==> src/rtl/eb_pkg.sv <==
package eb_pkg;
    localparam int unsigned EB_CH    = 8;
    localparam int unsigned EB_CHW   = $clog2(EB_CH);
    localparam int unsigned EB_MODEW = $clog2(EB_CHW + 1);
    localparam int unsigned EB_CNTW  = EB_CHW + 1;

    typedef logic [EB_CH-1:0]    eb_mask_t;
    typedef logic [EB_CHW-1:0]   eb_grp_t;
    typedef logic [EB_MODEW-1:0] eb_mode_t;
    typedef logic [EB_CNTW-1:0]  eb_cnt_t;

    // number of groups for a partition code
    function automatic eb_cnt_t eb_groups(input eb_mode_t m);
        return eb_cnt_t'(EB_CH >> m);
    endfunction
endpackage

==> src/rtl/eb_grp_mask.sv <==
module eb_grp_mask
    import eb_pkg::*;
(
    input  eb_mode_t mode_i,
    input  eb_grp_t  grp_i,
    input  logic     en_i,
    output eb_mask_t mask_o
);
    for (genvar c = 0; c < EB_CH; c++) begin : g_bit
        localparam logic [EB_CHW-1:0] CIDX = c[EB_CHW-1:0];
        assign mask_o[c] = en_i && ((CIDX >> mode_i) == grp_i);
    end
endmodule

==> src/rtl/eb_order_fifo.sv <==
module eb_order_fifo
    import eb_pkg::*;
#(
    parameter int unsigned DEPTH = EB_CH
) (
    input  logic    clk,
    input  logic    rst_n,
    input  logic    push_i,
    input  eb_grp_t data_i,
    input  logic    pop_i,
    output eb_grp_t head_o,
    output logic    empty_o,
    output eb_cnt_t count_o
);
    localparam int unsigned AW = $clog2(DEPTH);

    typedef struct packed {
        logic [DEPTH-1:0][EB_CHW-1:0] slot;
        logic [AW-1:0]                rp;
        logic [AW-1:0]                wp;
        eb_cnt_t                      cnt;
    } fifo_st_t;

    fifo_st_t st_d, st_q;

    always_comb begin
        st_d = st_q;
        if (push_i) begin
            st_d.slot[st_q.wp] = data_i;
            st_d.wp            = st_q.wp + 1'b1;
        end
        if (pop_i) begin
            st_d.rp = st_q.rp + 1'b1;
        end
        st_d.cnt = st_q.cnt + eb_cnt_t'(push_i) - eb_cnt_t'(pop_i);
    end

    always_ff @(posedge clk) begin
        if (!rst_n) begin
            st_q <= '0;
        end else begin
            st_q <= st_d;
        end
    end

    assign head_o  = st_q.slot[st_q.rp];
    assign empty_o = (st_q.cnt == '0);
    assign count_o = st_q.cnt;
endmodule

==> src/rtl/eb_seq.sv <==
module eb_seq
    import eb_pkg::*;
(
    input  logic       clk,
    input  logic       rst_n,
    input  logic       trig_i,
    input  logic [1:0] mode_i,
    input  logic       mode_load_i,
    input  logic       rd_done_i,
    output logic [7:0] chan_en_o,
    output logic [7:0] chan_hold_o,
    output logic       busy_o,
    output logic       rd_valid_o,
    output logic [2:0] rd_group_o,
    output logic [1:0] mode_o
);
    typedef struct packed {
        eb_mode_t mode;
        eb_grp_t  wg;
        logic     busy;
        eb_mask_t hold;
    } seq_st_t;

    seq_st_t  st_d, st_q;

    eb_grp_t  head;
    logic     q_empty;
    eb_cnt_t  q_cnt;
    eb_mask_t wg_mask, head_mask;
    logic     push, pop, load_ok;

    eb_grp_mask u_wmask (
        .mode_i (st_q.mode),
        .grp_i  (st_q.wg),
        .en_i   (1'b1),
        .mask_o (wg_mask)
    );

    eb_grp_mask u_hmask (
        .mode_i (st_q.mode),
        .grp_i  (head),
        .en_i   (pop),
        .mask_o (head_mask)
    );

    eb_order_fifo #(.DEPTH(EB_CH)) u_fifo (
        .clk     (clk),
        .rst_n   (rst_n),
        .push_i  (push),
        .data_i  (st_q.wg),
        .pop_i   (pop),
        .head_o  (head),
        .empty_o (q_empty),
        .count_o (q_cnt)
    );

    always_comb begin
        eb_grp_t  gmax;
        eb_grp_t  nxt;
        eb_cnt_t  cnt_nx;
        eb_mask_t push_mask;

        st_d    = st_q;
        load_ok = mode_load_i && q_empty;
        pop     = rd_done_i && !q_empty;
        push    = trig_i && !st_q.busy && !load_ok;

        gmax      = eb_grp_t'(eb_groups(st_q.mode) - 1'b1);
        nxt       = (st_q.wg + 1'b1) & gmax;
        cnt_nx    = q_cnt + eb_cnt_t'(push) - eb_cnt_t'(pop);
        push_mask = push ? wg_mask : '0;

        if (load_ok) begin
            st_d.mode = eb_mode_t'(mode_i);
            st_d.wg   = '0;
            st_d.busy = 1'b0;
        end else if (st_q.busy) begin
            if (pop) begin
                st_d.wg   = head;
                st_d.busy = 1'b0;
            end
        end else if (push) begin
            st_d.wg   = nxt;
            st_d.busy = (cnt_nx == eb_groups(st_q.mode));
        end

        st_d.hold = (st_q.hold & ~head_mask) | push_mask;
    end

    always_ff @(posedge clk) begin
        if (!rst_n) begin
            st_q <= '0;
        end else begin
            st_q <= st_d;
        end
    end

    assign chan_en_o   = st_q.busy ? '0 : wg_mask;
    assign chan_hold_o = st_q.hold;
    assign busy_o      = st_q.busy;
    assign rd_valid_o  = !q_empty;
    assign rd_group_o  = head;
    assign mode_o      = st_q.mode;
endmodule

==> config.mk <==
export PLATFORM = sky130hd
export DESIGN_NAME = eb_seq
export DESIGN_NICKNAME = d
export VERILOG_FILES = /design/src/rtl/eb_pkg.sv /design/src/rtl/eb_grp_mask.sv /design/src/rtl/eb_order_fifo.sv /design/src/rtl/eb_seq.sv
export SDC_FILE = /design/constraint.sdc
export NUM_CORES = 1
export LEC_CHECK = 0
export ABC_AREA = 1
export BUFFER_PORTS_ARGS = -buffer_cell sky130_fd_sc_hd__buf_2
export CAP_MARGIN = 20
export CORE_ASPECT_RATIO = 0.8
export CORE_MARGIN = 2
export CORE_UTILIZATION = 55
export CTS_CLUSTER_SIZE = 14
export DETAILED_ROUTE_END_ITERATION = 16
export GPL_TIMING_DRIVEN = 0
export PLACE_DENSITY = 0.86
export SLEW_MARGIN = 20
export SYNTH_ARGS = -nofsm -noshare
export SYNTH_HDL_FRONTEND = slang
export SYNTH_HIERARCHICAL = 1
export SYNTH_SLANG_ARGS = --single-unit
==> constraint.sdc <==
create_clock -name clk -period 3.3 [get_ports clk]
set_input_delay 0.66 -clock clk [delete_from_list [all_inputs] [get_ports clk]]
set_output_delay 0.66 -clock clk [all_outputs]
set_load 0.005 [all_outputs]
==> flow_summary_export.csv <==
group,metric,value,unit
detailed_routing,vias_per_cell,4.75,
cts,cts-root-buf,"clkbuf_8",
cells_and_area,final_cell_area,3740,um^2
worst_setup_path,crit_required,3.54,ns
detailed_routing,drtIter0Drc,212,
placed_design,place_congestion,0.870,
power_and_ir_drop,switching_share,46.6,%
sta,fin_crit,2.96,ns
sta,fmax,0.338,GHz
floorplanning,fp-row-count,25,
cts,clock_latency,0.29,ns
logic_synthesis,synth-main-ff-cell,"dfxtp_1",
detailed_routing,vias,3194,
detailed_routing,drt_pass1_iterations,5,
sta,post-route-period-util,89.6,%
sta,worst_pin_slew,0.603,ns
sta,slew_violations,0,
power_and_ir_drop,leakagePower,1.93,nW
cts,clock_path_buffers,2,
floorplanning,core,5940,um^2
floorplanning,die_area,6800,um^2
placed_design,dp_hpwl,5640,um
logic_synthesis,synth_most_common_cell,"nand2_1",
global_routing,grt_usage,22.2,%
power_and_ir_drop,p_comb_share,57.1,%
cts,cts_buffers,5,
worst_setup_path,crit_buf_inv,6,
logic_synthesis,syn_area,3390,um^2
worst_setup_path,cpMostUsedCell,"nand2_1",
power_and_ir_drop,irDropWorstVdd,0.486,mV
cts,post_cts_resized,0,
global_routing,grt_max_degree,16,
cells_and_area,drive_above_1_share,14.0,%
logic_synthesis,synthCells,551,
sta,hold_violations,0,
run,cap_violations,0,
worst_setup_path,cp_cell_sequence,"inv_1, ha_1, nand2_1, nor2_2, nand2_1, inv_2, nor2_8, inv_2, ha_1, inv_1, ha_1, inv_1, fa_1, inv_1, nand2_1, nand2_1, nand2_1, nor2_1, nand2_1, nor2_1, nor2_1, nor2_1",
cts,cts_max_level,2,
cells_and_area,antenna_cells,0,
worst_setup_path,slowest_stage,"fa_1",
cells_and_area,syn_to_final_growth,10.4,%
detailed_routing,antenna_left,0,
floorplanning,initial_utilization,57.0,%
cells_and_area,n_fill_cell,572,
sta,setup_tns,0,ns
logic_synthesis,synth_top_cell_area_share,28.4,%
floorplanning,die_w,91.7,um
cts,cts_setup_buffers,0,
logic_synthesis,yosys_warnings,6,
power_and_ir_drop,internal_power,1.41,mW
global_routing,gr-total-overflow,0,
logic_synthesis,synth-seq-cells,48,
floorplanning,die_h,74.2,um
detailed_routing,drc,0,
power_and_ir_drop,power_frac_seq,29.9,%
cells_and_area,layout.nets,620,
cells_and_area,stdcell_count,673,
logic_synthesis,synth_area_leaders,"dfxtp_1 (28%), nand2_1 (15%), inv_1 (12%), nor2_1 (11%), ha_1 (7.4%)",
logic_synthesis,seq_area_frac_synth,28.4,%
logic_synthesis,synth_edf_count,0,
cts,cts.sinks,48,
logic_synthesis,synth_cell_types,31,
sta,rsz0062_at_grt,"no",
sta,fin_ws,0.343,ns
power_and_ir_drop,pwr-share-clk,13.0,%
logic_synthesis,yosys.area.top_type,"dfxtp_1",
logic_synthesis,async_flop_share,0,%
floorplanning,io_pins,30,
placed_design,postPlaceCellArea,3650,um^2
logic_synthesis,netlist_top_cells_count,"nand2_1 (134), inv_1 (105), nor2_1 (100), dfxtp_1 (48), nand3_1 (33)",
power_and_ir_drop,power_density,704,nW/um^2
detailed_routing,wl_per_cell,10.7,um
global_routing,grt_pass1_vias,2848,
global_routing,grt_pass1_wl,12300,um
cts,clk_pin_slew,0.09,ns
placed_design,port_buffers,29,
worst_setup_path,cp-end-kind,"flip-flop",
hold_path,hold_class,"flip-flop to flip-flop",
global_routing,antenna_found_initial,0,
worst_setup_path,cp_max_fo,10,
placed_design,place_inst,665,
placed_design,place_ws,0.157,ns
status,outcome,"completed",
worst_setup_path,critPathKind,"flip-flop to flip-flop",
sta,relSlewSlack,59.7,%
power_and_ir_drop,p_switching,1.23,mW
worst_setup_path,critPathMaxStageDelay,0.43,ns
cts,cts_tree,"built",
cts,cts_hold_buf,0,
worst_setup_path,startpoint_type,"flip-flop",
logic_synthesis,syn_avg_cell_area,6.14,um^2
detailed_routing,routed_wl,7230,um
worst_setup_path,path_delay_family,"adder cells",
worst_setup_path,arrival,3.19,ns
sta,setup_viol,0,
sta,skew,0.00380,ns
## per-layer routing
metal  share of wire (%)  wire length, um  vias up  global-route usage (%)
met5                   0                0        -                       0
met4                0.75               54        0                    5.31
met3                 3.7              269        8                    3.55
met2                  45             3280       61                    38.6
met1                  50             3630     1406                    29.5
li1                    -                -     1719                       -
## power groups by stage
stage / logic, mW / clock network (mW) / registers [mW]
final: 1.50 / 0.342 / 0.788
after global routing: 1.72 / 0.380 / 0.804
after detailed placement: 1.48 / 0 / 0.798
after CTS: 1.49 / 0.352 / 0.786
after floorplan: 1.18 / 0 / 0.761
after global placement: 1.42 / 0 / 0.794
## final timing paths
check             slack [ns]  cells after the start                    startpoint                      endpoint
hold / removal          0.49                      2  u_fifo/st_q[14]$_SDFFE_PN0P_  u_fifo/st_q[14]$_SDFFE_PN0P_
hold reg to reg         0.49                      2  u_fifo/st_q[14]$_SDFFE_PN0P_  u_fifo/st_q[14]$_SDFFE_PN0P_
setup reg to reg        0.34                     22  u_fifo/count_o[2]$_SDFF_PN0_             busy_o$_SDFF_PP0_
setup / recovery        0.34                     22  u_fifo/count_o[2]$_SDFF_PN0_             busy_o$_SDFF_PP0_
## cells by family after synthesis
family / after synthesis / synth area share (%)
AOI/OAI and AO/OA: 53 / 8.39
buffers and inverters: 141 / 18.5
DFF: 48 / 28.4
xor gates and xnor gates: 5 / 1.29
and+or+nand+nor: 281 / 34.8
other: 1 / 0.111
adders and majority gates: 22 / 8.57
## cell usage in the layout (no fill, tap or decap), drive strengths merged
master	instances
a21oi	12
a31oi	1
buf	50
clkbuf	8
clkinv	6
conb	5
dfxtp	48
fa	2
ha	20
inv	114
nand2	139
nand3	35
nand3b	1
nor2	104
nor3	1
o21ai	32
o22ai	8
or2	1
xnor2	2
xor2	3
## worst register-to-register path: cells and delay by family (launching register included)
kind          cells  cell delay, ns
fa+ha+maj         4            1.09
buf+inv           6            0.48
flops             1            0.35
simple gates     12            0.99
## through the flow
step | utilization (%) | power [mW] | hold WS (ns)
3_3_place_gp | 61.4 | 2.22 | 0.465
5_1_grt | 62.9 | 2.90 | 0.504
6_report | 62.9 | 2.63 | 0.493
2_1_floorplan | - | 1.94 | 0.453
4_1_cts | 62.8 | 2.63 | 0.491
3_5_place_dp | 61.4 | 2.28 | 0.471
## state kept, by name, indices dropped and copies added, names as in the netlist
signal / cells
busy_o: 1
chan_hold_o: 8
mode_o: 2
st_q: 3
u_fifo/count_o: 4
u_fifo/st_q: 30
## area by class of cell
cell class                 count  area, um^2  area share (%)
clock inverter                 1        8.76           0.234
clock buffer                   7        76.3            2.04
inverter                     119         457            12.2
tap                           81         101            2.71
multi-input combinational    366        1820            48.7
sequential                    48         961            25.7
timing repair buffer          29         145            3.88
buffer                        22         169            4.52
No activity file was read; power rests on OpenSTA's default activity.
